File: config.mk
export PLATFORM = sky130hd
export DESIGN_NAME = i2c_reg_port
export DESIGN_NICKNAME = d
export VERILOG_FILES = /design/src/rtl/i2c_reg_pkg.sv /design/src/rtl/i2c_reg_datapath.sv /design/src/rtl/i2c_reg_ctrl.sv /design/src/rtl/i2c_reg_port.sv
export SDC_FILE = /design/constraint.sdc
export NUM_CORES = 1
export LEC_CHECK = 0
export ABC_AREA = 1
export BUFFER_PORTS_ARGS = -buffer_cell sky130_fd_sc_hd__buf_2
export CORE_ASPECT_RATIO = 1.2
export CORE_UTILIZATION = 57
export DETAILED_ROUTE_END_ITERATION = 8
export PLACE_DENSITY = 0.88
export SETUP_SLACK_MARGIN = 0.15
export SLEW_MARGIN = 10
export SYNTH_ARGS = -nofsm -noshare
export SYNTH_HDL_FRONTEND = slang
export SYNTH_HIERARCHICAL = 1
export SYNTH_SLANG_ARGS = --single-unit
File: constraint.sdc
create_clock -name clk -period 2.6 [get_ports clk]
set_input_delay 0.26 -clock clk [delete_from_list [all_inputs] [get_ports clk]]
set_output_delay 0.26 -clock clk [all_outputs]
set_load 0.01 [all_outputs]
File: src/rtl/i2c_reg_pkg.sv
package i2c_reg_pkg;

  localparam int BYTE_W = 8;
  localparam int CNT_W  = 4;

  typedef enum logic [3:0] {
    ST_IDLE,
    ST_ADDR,
    ST_ADDR_ACK,
    ST_SUB,
    ST_SUB_ACK,
    ST_WDATA,
    ST_WDATA_ACK,
    ST_RDATA,
    ST_MACK,
    ST_IGNORE
  } busState_t;

  // strobes from control to datapath, all single-cycle
  typedef struct packed {
    logic shiftRx;   // shift in sampled SDA, count bit
    logic shiftTx;   // shift out next bit, count bit
    logic loadTx;    // take regRdData into shifter
    logic cntClr;    // clear bit counter
    logic ptrLoad;   // pointer <= received byte
    logic ptrInc;    // pointer + 1
    logic wrStb;     // register write strobe
    logic rdStb;     // register read strobe
    logic ackOn;     // pull SDA low for acknowledge
    logic sdaOff;    // release SDA
  } ctlStrobe_t;

endpackage

File: src/rtl/i2c_reg_datapath.sv
module i2c_reg_datapath
  import i2c_reg_pkg::*;
#(
  parameter int ADDR_W      = 8,
  parameter int SYNC_STAGES = 2
) (
  input  logic                    clk,
  input  logic                    rstN,
  input  logic                    sclIn,
  input  logic                    sdaIn,
  input  ctlStrobe_t              ctl,
  input  logic [BYTE_W-1:0]       regRdData,
  output logic                    sclRise,
  output logic                    sclFall,
  output logic                    startSeen,
  output logic                    stopSeen,
  output logic                    sdaBit,
  output logic [CNT_W-1:0]        bitCnt,
  output logic [BYTE_W-1:0]       rxByte,
  output logic [ADDR_W-1:0]       regAddr,
  output logic [BYTE_W-1:0]       regWrData,
  output logic                    regWrEn,
  output logic                    regRdEn,
  output logic                    sdaDriveLow
);

  localparam int LAST = SYNC_STAGES - 1;

  logic [LAST:0]        sclPipe, sdaPipe;
  logic                 sclS, sdaS, sclPrev, sdaPrev;
  logic [BYTE_W-1:0]    shiftReg;
  logic [ADDR_W-1:0]    ptr;
  logic                 sdaLow;

  // multi-stage synchronizer; bus idles high
  generate
    if (SYNC_STAGES == 1) begin : g_sync1
      always_ff @(posedge clk) begin
        if (!rstN) begin
          sclPipe <= '1;
          sdaPipe <= '1;
        end else begin
          sclPipe <= sclIn;
          sdaPipe <= sdaIn;
        end
      end
    end else begin : g_syncN
      always_ff @(posedge clk) begin
        if (!rstN) begin
          sclPipe <= '1;
          sdaPipe <= '1;
        end else begin
          sclPipe <= {sclPipe[LAST-1:0], sclIn};
          sdaPipe <= {sdaPipe[LAST-1:0], sdaIn};
        end
      end
    end
  endgenerate

  assign sclS = sclPipe[LAST];
  assign sdaS = sdaPipe[LAST];

  always_ff @(posedge clk) begin
    if (!rstN) begin
      sclPrev <= 1'b1;
      sdaPrev <= 1'b1;
    end else begin
      sclPrev <= sclS;
      sdaPrev <= sdaS;
    end
  end

  assign sclRise   = sclS & ~sclPrev;
  assign sclFall   = ~sclS & sclPrev;
  assign startSeen = sclS & sclPrev & sdaPrev & ~sdaS;
  assign stopSeen  = sclS & sclPrev & ~sdaPrev & sdaS;
  assign sdaBit    = sdaS;

  // shared receive/transmit shifter
  always_ff @(posedge clk) begin
    if (!rstN) begin
      shiftReg <= '0;
    end else if (ctl.loadTx) begin
      shiftReg <= regRdData;
    end else if (ctl.shiftRx) begin
      shiftReg <= {shiftReg[BYTE_W-2:0], sdaS};
    end else if (ctl.shiftTx) begin
      shiftReg <= {shiftReg[BYTE_W-2:0], 1'b1};
    end
  end

  always_ff @(posedge clk) begin
    if (!rstN || ctl.cntClr) begin
      bitCnt <= '0;
    end else if (ctl.shiftRx || ctl.shiftTx) begin
      bitCnt <= bitCnt + CNT_W'(1);
    end
  end

  always_ff @(posedge clk) begin
    if (!rstN) begin
      ptr <= '0;
    end else if (ctl.ptrLoad) begin
      ptr <= ADDR_W'(shiftReg);
    end else if (ctl.ptrInc) begin
      ptr <= ptr + ADDR_W'(1);
    end
  end

  // open-drain pull-down request
  always_ff @(posedge clk) begin
    if (!rstN) begin
      sdaLow <= 1'b0;
    end else if (ctl.ackOn) begin
      sdaLow <= 1'b1;
    end else if (ctl.sdaOff) begin
      sdaLow <= 1'b0;
    end else if (ctl.loadTx) begin
      sdaLow <= ~regRdData[BYTE_W-1];
    end else if (ctl.shiftTx) begin
      sdaLow <= ~shiftReg[BYTE_W-2];
    end
  end

  assign rxByte      = shiftReg;
  assign regAddr     = ptr;
  assign regWrData   = shiftReg;
  assign regWrEn     = ctl.wrStb;
  assign regRdEn     = ctl.rdStb;
  assign sdaDriveLow = sdaLow;

endmodule

File: src/rtl/i2c_reg_ctrl.sv
module i2c_reg_ctrl
  import i2c_reg_pkg::*;
#(
  parameter logic [6:0] DEV_ADDR = 7'h40
) (
  input  logic               clk,
  input  logic               rstN,
  input  logic               sclRise,
  input  logic               sclFall,
  input  logic               startSeen,
  input  logic               stopSeen,
  input  logic               sdaBit,
  input  logic [CNT_W-1:0]   bitCnt,
  input  logic [BYTE_W-1:0]  rxByte,
  output ctlStrobe_t         ctl
);

  localparam logic [CNT_W-1:0] FULL_BYTE = CNT_W'(BYTE_W);
  localparam logic [CNT_W-1:0] LAST_BIT  = CNT_W'(BYTE_W - 1);

  busState_t state, stateNxt;
  logic      readMode, readModeNxt;
  logic      hostAck, hostAckNxt;

  always_ff @(posedge clk) begin
    if (!rstN) begin
      state    <= ST_IDLE;
      readMode <= 1'b0;
      hostAck  <= 1'b0;
    end else begin
      state    <= stateNxt;
      readMode <= readModeNxt;
      hostAck  <= hostAckNxt;
    end
  end

  always_comb begin
    ctl         = '0;
    stateNxt    = state;
    readModeNxt = readMode;
    hostAckNxt  = hostAck;
    if (startSeen) begin
      stateNxt   = ST_ADDR;
      ctl.cntClr = 1'b1;
      ctl.sdaOff = 1'b1;
    end else if (stopSeen) begin
      stateNxt   = ST_IDLE;
      ctl.cntClr = 1'b1;
      ctl.sdaOff = 1'b1;
    end else begin
      unique case (state)
        ST_ADDR, ST_SUB, ST_WDATA: begin
          if (sclRise && bitCnt < FULL_BYTE) begin
            ctl.shiftRx = 1'b1;
          end else if (sclFall && bitCnt == FULL_BYTE) begin
            ctl.cntClr = 1'b1;
            if (state == ST_ADDR) begin
              if (rxByte[BYTE_W-1:1] == DEV_ADDR) begin
                ctl.ackOn   = 1'b1;
                readModeNxt = rxByte[0];
                stateNxt    = ST_ADDR_ACK;
              end else begin
                stateNxt = ST_IGNORE;
              end
            end else if (state == ST_SUB) begin
              ctl.ptrLoad = 1'b1;
              ctl.ackOn   = 1'b1;
              stateNxt    = ST_SUB_ACK;
            end else begin
              ctl.wrStb  = 1'b1;
              ctl.ptrInc = 1'b1;
              ctl.ackOn  = 1'b1;
              stateNxt   = ST_WDATA_ACK;
            end
          end
        end
        ST_ADDR_ACK: begin
          if (sclFall) begin
            if (readMode) begin
              ctl.loadTx = 1'b1;
              ctl.rdStb  = 1'b1;
              ctl.cntClr = 1'b1;
              stateNxt   = ST_RDATA;
            end else begin
              ctl.sdaOff = 1'b1;
              stateNxt   = ST_SUB;
            end
          end
        end
        ST_SUB_ACK, ST_WDATA_ACK: begin
          if (sclFall) begin
            ctl.sdaOff = 1'b1;
            stateNxt   = ST_WDATA;
          end
        end
        ST_RDATA: begin
          if (sclFall) begin
            if (bitCnt == LAST_BIT) begin
              ctl.sdaOff = 1'b1;
              ctl.ptrInc = 1'b1;
              stateNxt   = ST_MACK;
            end else begin
              ctl.shiftTx = 1'b1;
            end
          end
        end
        ST_MACK: begin
          if (sclRise) begin
            hostAckNxt = ~sdaBit;
          end else if (sclFall) begin
            if (hostAck) begin
              ctl.loadTx = 1'b1;
              ctl.rdStb  = 1'b1;
              ctl.cntClr = 1'b1;
              stateNxt   = ST_RDATA;
            end else begin
              stateNxt = ST_IGNORE;
            end
          end
        end
        default: ;
      endcase
    end
  end

endmodule

File: src/rtl/i2c_reg_port.sv
module i2c_reg_port
  import i2c_reg_pkg::*;
#(
  parameter logic [6:0] DEV_ADDR    = 7'h40,
  parameter int         ADDR_W      = 8,
  parameter int         SYNC_STAGES = 2
) (
  input  logic              clk,
  input  logic              rstN,
  input  logic              sclIn,
  input  logic              sdaIn,
  output logic              sdaDriveLow,
  output logic [ADDR_W-1:0] regAddr,
  output logic [7:0]        regWrData,
  output logic              regWrEn,
  input  logic [7:0]        regRdData,
  output logic              regRdEn
);

  ctlStrobe_t          ctl;
  logic                sclRise, sclFall, startSeen, stopSeen, sdaBit;
  logic [CNT_W-1:0]    bitCnt;
  logic [BYTE_W-1:0]   rxByte;

  i2c_reg_ctrl #(.DEV_ADDR(DEV_ADDR)) u_ctrl (
    .clk(clk), .rstN(rstN),
    .sclRise(sclRise), .sclFall(sclFall),
    .startSeen(startSeen), .stopSeen(stopSeen),
    .sdaBit(sdaBit), .bitCnt(bitCnt), .rxByte(rxByte),
    .ctl(ctl)
  );

  i2c_reg_datapath #(.ADDR_W(ADDR_W), .SYNC_STAGES(SYNC_STAGES)) u_dp (
    .clk(clk), .rstN(rstN), .sclIn(sclIn), .sdaIn(sdaIn),
    .ctl(ctl), .regRdData(regRdData),
    .sclRise(sclRise), .sclFall(sclFall),
    .startSeen(startSeen), .stopSeen(stopSeen),
    .sdaBit(sdaBit), .bitCnt(bitCnt), .rxByte(rxByte),
    .regAddr(regAddr), .regWrData(regWrData),
    .regWrEn(regWrEn), .regRdEn(regRdEn),
    .sdaDriveLow(sdaDriveLow)
  );

endmodule

# After elaboration in Yosys (flattened, before gate mapping)
# Index checks and enable logic that the tools add are counted.
# totals
elab_cells	146
mem_bits_ro	0
n_memories	0
register_bits	33
latchBits	0
output_inout_bits	19
ram_bits	0
in_bits	12
# classes
n_shift	0
reduce_logical	17
eq_ne	27
order_cmp	1
bitwise	17
mux	70
n_addsub	2
div	0
multipliers	0
# ops
op	n
4-bit 2-to-1 mux	13
8-bit 2-to-1 mux	5
1-bit 2-to-1 mux	33
4-bit by 3-bit != test with 1-bit output (second input constant)	6
4-bit by 3-bit == test with 1-bit output (second input constant)	5
4-bit one-hot mux with 5 select lines	1
9-bit AND reduction	2
2-bit 2-to-1 mux	7
3-bit 2-to-1 mux	4
2-bit by 1-bit != test with 1-bit output (second input constant)	6
5-bit 2-to-1 mux	2
1-bit NOT	10
8-bit by 1-bit adder with 8-bit output (second input constant)	1
4-bit by 2-bit == test with 1-bit output (second input constant)	2
4-bit == test (second input constant)	2
4-bit != test (second input constant)	2
1-bit bitwise AND	7
7-bit == test (second input constant)	1
7-bit AND reduction	1
7-bit nonzero test	1
1-bit one-hot mux with 2 select lines	3
1-bit one-hot mux with 3 select lines	2
3-bit OR reduction	2
5-bit nonzero test	1
12 further kinds	15

# Depth between registers and ports, before layout
# logic_depth
ltp_word	11
depth_mapped	14
ltp_nobuf	13

# By module
# Netlist, hierarchy kept.
# by_module_without_submodules
module	instances	seq_area_each_um2	cells_each	area_per_inst_um2
i2c_reg_datapath	1	540.5	175	1335.0
i2c_reg_ctrl	1	120.1	133	733.2

# Worst setup path after synthesis
# No wires, ideal clock.
# synth_path
path_kind	register to register
from	reg u_ctrl.state[3]
to	reg u_dp.shiftReg[4], in the netlist u_dp/regWrData[4]
period_less_slack_ns	1.837
arrival_time_ns	1.716
setup_ns	0.121
setup_slack_ns	0.763
stages_incl_launch_ff	14
required_ns	2.479
path_cell_list	dfxtp_1 -> inv_2 -> nor2_2 -> nand3_1 -> nor2_1 -> nor2_1 -> nor4_1 -> buf_4 -> buf_6 -> inv_4 -> nand2_2 -> clkinv_2 -> nand2_1 -> a31oi_1
# synth_lines
element	line_no	rtl
start: declaration	i2c_reg_ctrl.sv:21	busState_t state, stateNxt;
start signal: assignment	i2c_reg_ctrl.sv:31	state <= stateNxt;
end signal: assignment	i2c_reg_datapath.sv:84	shiftReg <= regRdData;
end signal: assignment	i2c_reg_datapath.sv:86	shiftReg <= {shiftReg[BYTE_W-2:0], sdaS};
end signal: assignment	i2c_reg_datapath.sv:88	shiftReg <= {shiftReg[BYTE_W-2:0], 1'b1};
end: declaration	i2c_reg_datapath.sv:31	logic [BYTE_W-1:0] shiftReg;

==> impl_metrics.ini <==
[cts]
cts-root-buf = clkbuf_8
numCtsBuffers = 5
cts_setup_buffers = 0
cts_hold_buf = 0
clock_latency_ns = 0.29
clkTransAtPathRegs_ns = 0.07
cts_max_level = 2
cts_tree = yes
cts.sinks = 33
post_cts_resized = 0
cts_max_path_buffers = 2

[timing]
hold_viol_final = 0
fin_worst_skew_ns = 0.00717
relSlewSlack_pct = 63.8
rsz0062_at_grt = false
period_needed_ns = 2.23
fmax_ghz = 0.449
worst_slew_pin_slew_ns = 0.541
slew_violations = 0
setup_violations = 0
finalCritPeriodShare_pct = 85.6
fin_setup_tns_ns = 0

[worst_setup_path]
cp.required_ns = 2.76
path_buf_inv = 3
endpoint_kind = flop
max_stage_delay_ns = 0.45
cp.depth = 10
cp_cell_sequence = inv_1 > nor3_1 > nor2_1 > inv_1 > nor3_1 > nor2_4 > nand2_2 > clkinv_2 > nand2_1 > a21oi_1
cp_data_arrival_time_ns = 2.38
worst_path_max_delay_cell = nor2_1
start_kind = flop
crit_fanout = 8
cp_top_family = simple AND/OR/NAND/NOR gates
reg2reg_depth = 10
critPathKind = reg -> reg

[floorplan]
initial_core_util_pct = 60.9
die-width_um = 57.0
io_pins = 31
rows = 23
die_y_um = 68.0
die_area_um2 = 3870
core_area_um2 = 3400

[finish]
stdcell_count = 371
fin_util_pct = 67.2
fill_cells = 299
syn_to_final_growth_pct = 10.3
drive_above_1_share_pct = 26.3
num_antenna_cells = 0
fin_nets = 347

[synthesis]
yosys.area.top_type = dfxtp_1
netlist_top_cells_area = dfxtp_1 32%, nand2_1 12%, nor2_1 8.2%
ys.flop_type = dfxtp_1
ys_warn_count = 6
ys_seq_area_share_pct = 31.9
synth_nets = 322
synth_most_common_cell = nand2_1
synth_seq_cells = 33
synth.top_cells.by_count = 67 x nand2_1, 45 x nor2_1, 33 x dfxtp_1, 27 x inv_1, 23 x nand3_1
synth.top_cell.area_share_pct = 31.9
syn_inst = 308
syn_area_um2 = 2070
synth_cell_types = 37
synth_edf_count = 0
ys_async_sr_fraction_pct = 0
syn_area_per_cell_um2 = 6.72

[placement]
io_buffers = 30
dp.final_hpwl_um = 3590
routabilityCongestion = 0.945
dp.cells = 363

[grt]
grt_pass1_wl_um = 7830
gr-total-overflow = 0
antenna_found_initial = 0
gr-usage-all-layers_pct = 26.1
grt_pass1_vias = 1861
grt_max_degree = 19

[drt]
drcViolationCount = 0
wl_per_cell_um = 12.8
antenna_left = 0
drt-total-wl_um = 4750
dr.pass1.iters = 4
via_per_inst = 5.57
vias = 2068
drt_iter0_drc = 105

[min_path]
hold_path_class = in -> reg
min_path_cells = 2

[outcome]
status = finished, final reports clean

[power]
p_leak_nw = 1.05
powerDensity_nw_per_um2 = 615
ir_worst_vdd_mv = 0.354

[job]
drv_cap = 0
logic make-up after synthesis:
group	after synthesis	share of synthesized area [%]
fa+ha+maj	2	1.21
compound gates	41	12.1
xor+xnor	4	1.69
flops	33	31.9
buf+inv	50	11.9
simple gates	178	41.2
sequential cells by signal (all words and copies together) (netlist names):
name / flops
u_dp/sdaPipe: 2
u_dp/sdaPrev: 1
u_dp/regWrData: 8
u_dp/regAddr: 8
u_dp/sdaDriveLow: 1
u_ctrl/readMode: 1
u_dp/sclPipe: 2
u_dp/bitCnt: 4
u_ctrl/hostAck: 1
u_dp/sclPrev: 1
u_ctrl/state: 4
metrics by stage:
step	total power [W]	hold WS (ns)	cell area (um2)	setup slack (ns)
after floorplan	0.000907	0.329	2070	0.763
after global placement	0.000977	0.397	2180	0.472
after detailed placement	0.000986	0.400	2180	0.433
after CTS	0.00141	0.151	2280	0.401
after global routing	0.00149	0.157	2280	0.193
final	0.00140	0.155	2280	0.373
worst reg2reg max path, delay by kind of cell, from the launching register on:
kind            cells  cell delay (ns)
compound gates      1             0.06
buf+inv             3             0.43
flops               1             0.32
simple gates        6             1.28
cell usage in the layout, fill, tap and decap left out, types with 2 or more instances in the layout:
cell      synthesis  layout
a21oi_1          12      12
a21oi_2           3       3
a22oi_1           4       4
a31oi_1           7       7
buf_2             1      30
buf_4            12       2
clkbuf_8          0       7
clkinv_2          1       2
dfxtp_1          33      33
ha_1              2       2
inv_1            27      27
inv_2             7       7
nand2_1          67      67
nand2_2          11      11
nand3_1          23      23
nand3_2           2       2
nor2_1           45      45
nor2_2            9       9
nor2_4            4       4
nor3_1            5       5
nor3_2            2       2
o21ai_0           9       9
o21bai_1          2       2
or2_2             4       4
xnor2_1           2       2
xor2_1            2       2
routing by layer:
metal  up-vias  GRT usage, %  wire, um
li1       1034             -         -
met1       939          31.5      2090
met2        77          44.4      2270
met3        18          4.54       254
met4         0          14.3       139
met5         -             0         0
layout make-up:
type / instances / area (um2) / share of cell area, %
clock buffers: 7 / 96.3 / 4.22
clock inverters: 1 / 5.00 / 0.219
inverters: 36 / 139 / 6.09
multi-input cells: 225 / 1170 / 51.2
flip-flops and latches: 33 / 661 / 29.0
well taps: 37 / 46.3 / 2.03
repair buffers: 32 / 165 / 7.24
power breakdown:
part	internal (W)	switching, W
logic	0.000145	0.000260
registers	0.000530	0.0000404
clock network	0.000239	0.000188
worst paths after layout:
path / endpoint / slack, ns / start
worst max-delay path: u_dp/regWrData[1]$_SDFFE_PN0P_ / 0.37 / u_dp/sdaPipe[1]$_SDFF_PN1_
worst min register to register: u_dp/sdaPipe[1]$_SDFF_PN1_ / 0.41 / u_dp/sdaPipe[0]$_SDFF_PN1_
worst max register to register: u_dp/regWrData[1]$_SDFFE_PN0P_ / 0.37 / u_dp/sdaPipe[1]$_SDFF_PN1_
worst min-delay path: u_dp/sdaPipe[0]$_SDFF_PN1_ / 0.16 / sdaIn
Note: power is estimated with default switching activity, not from simulation.
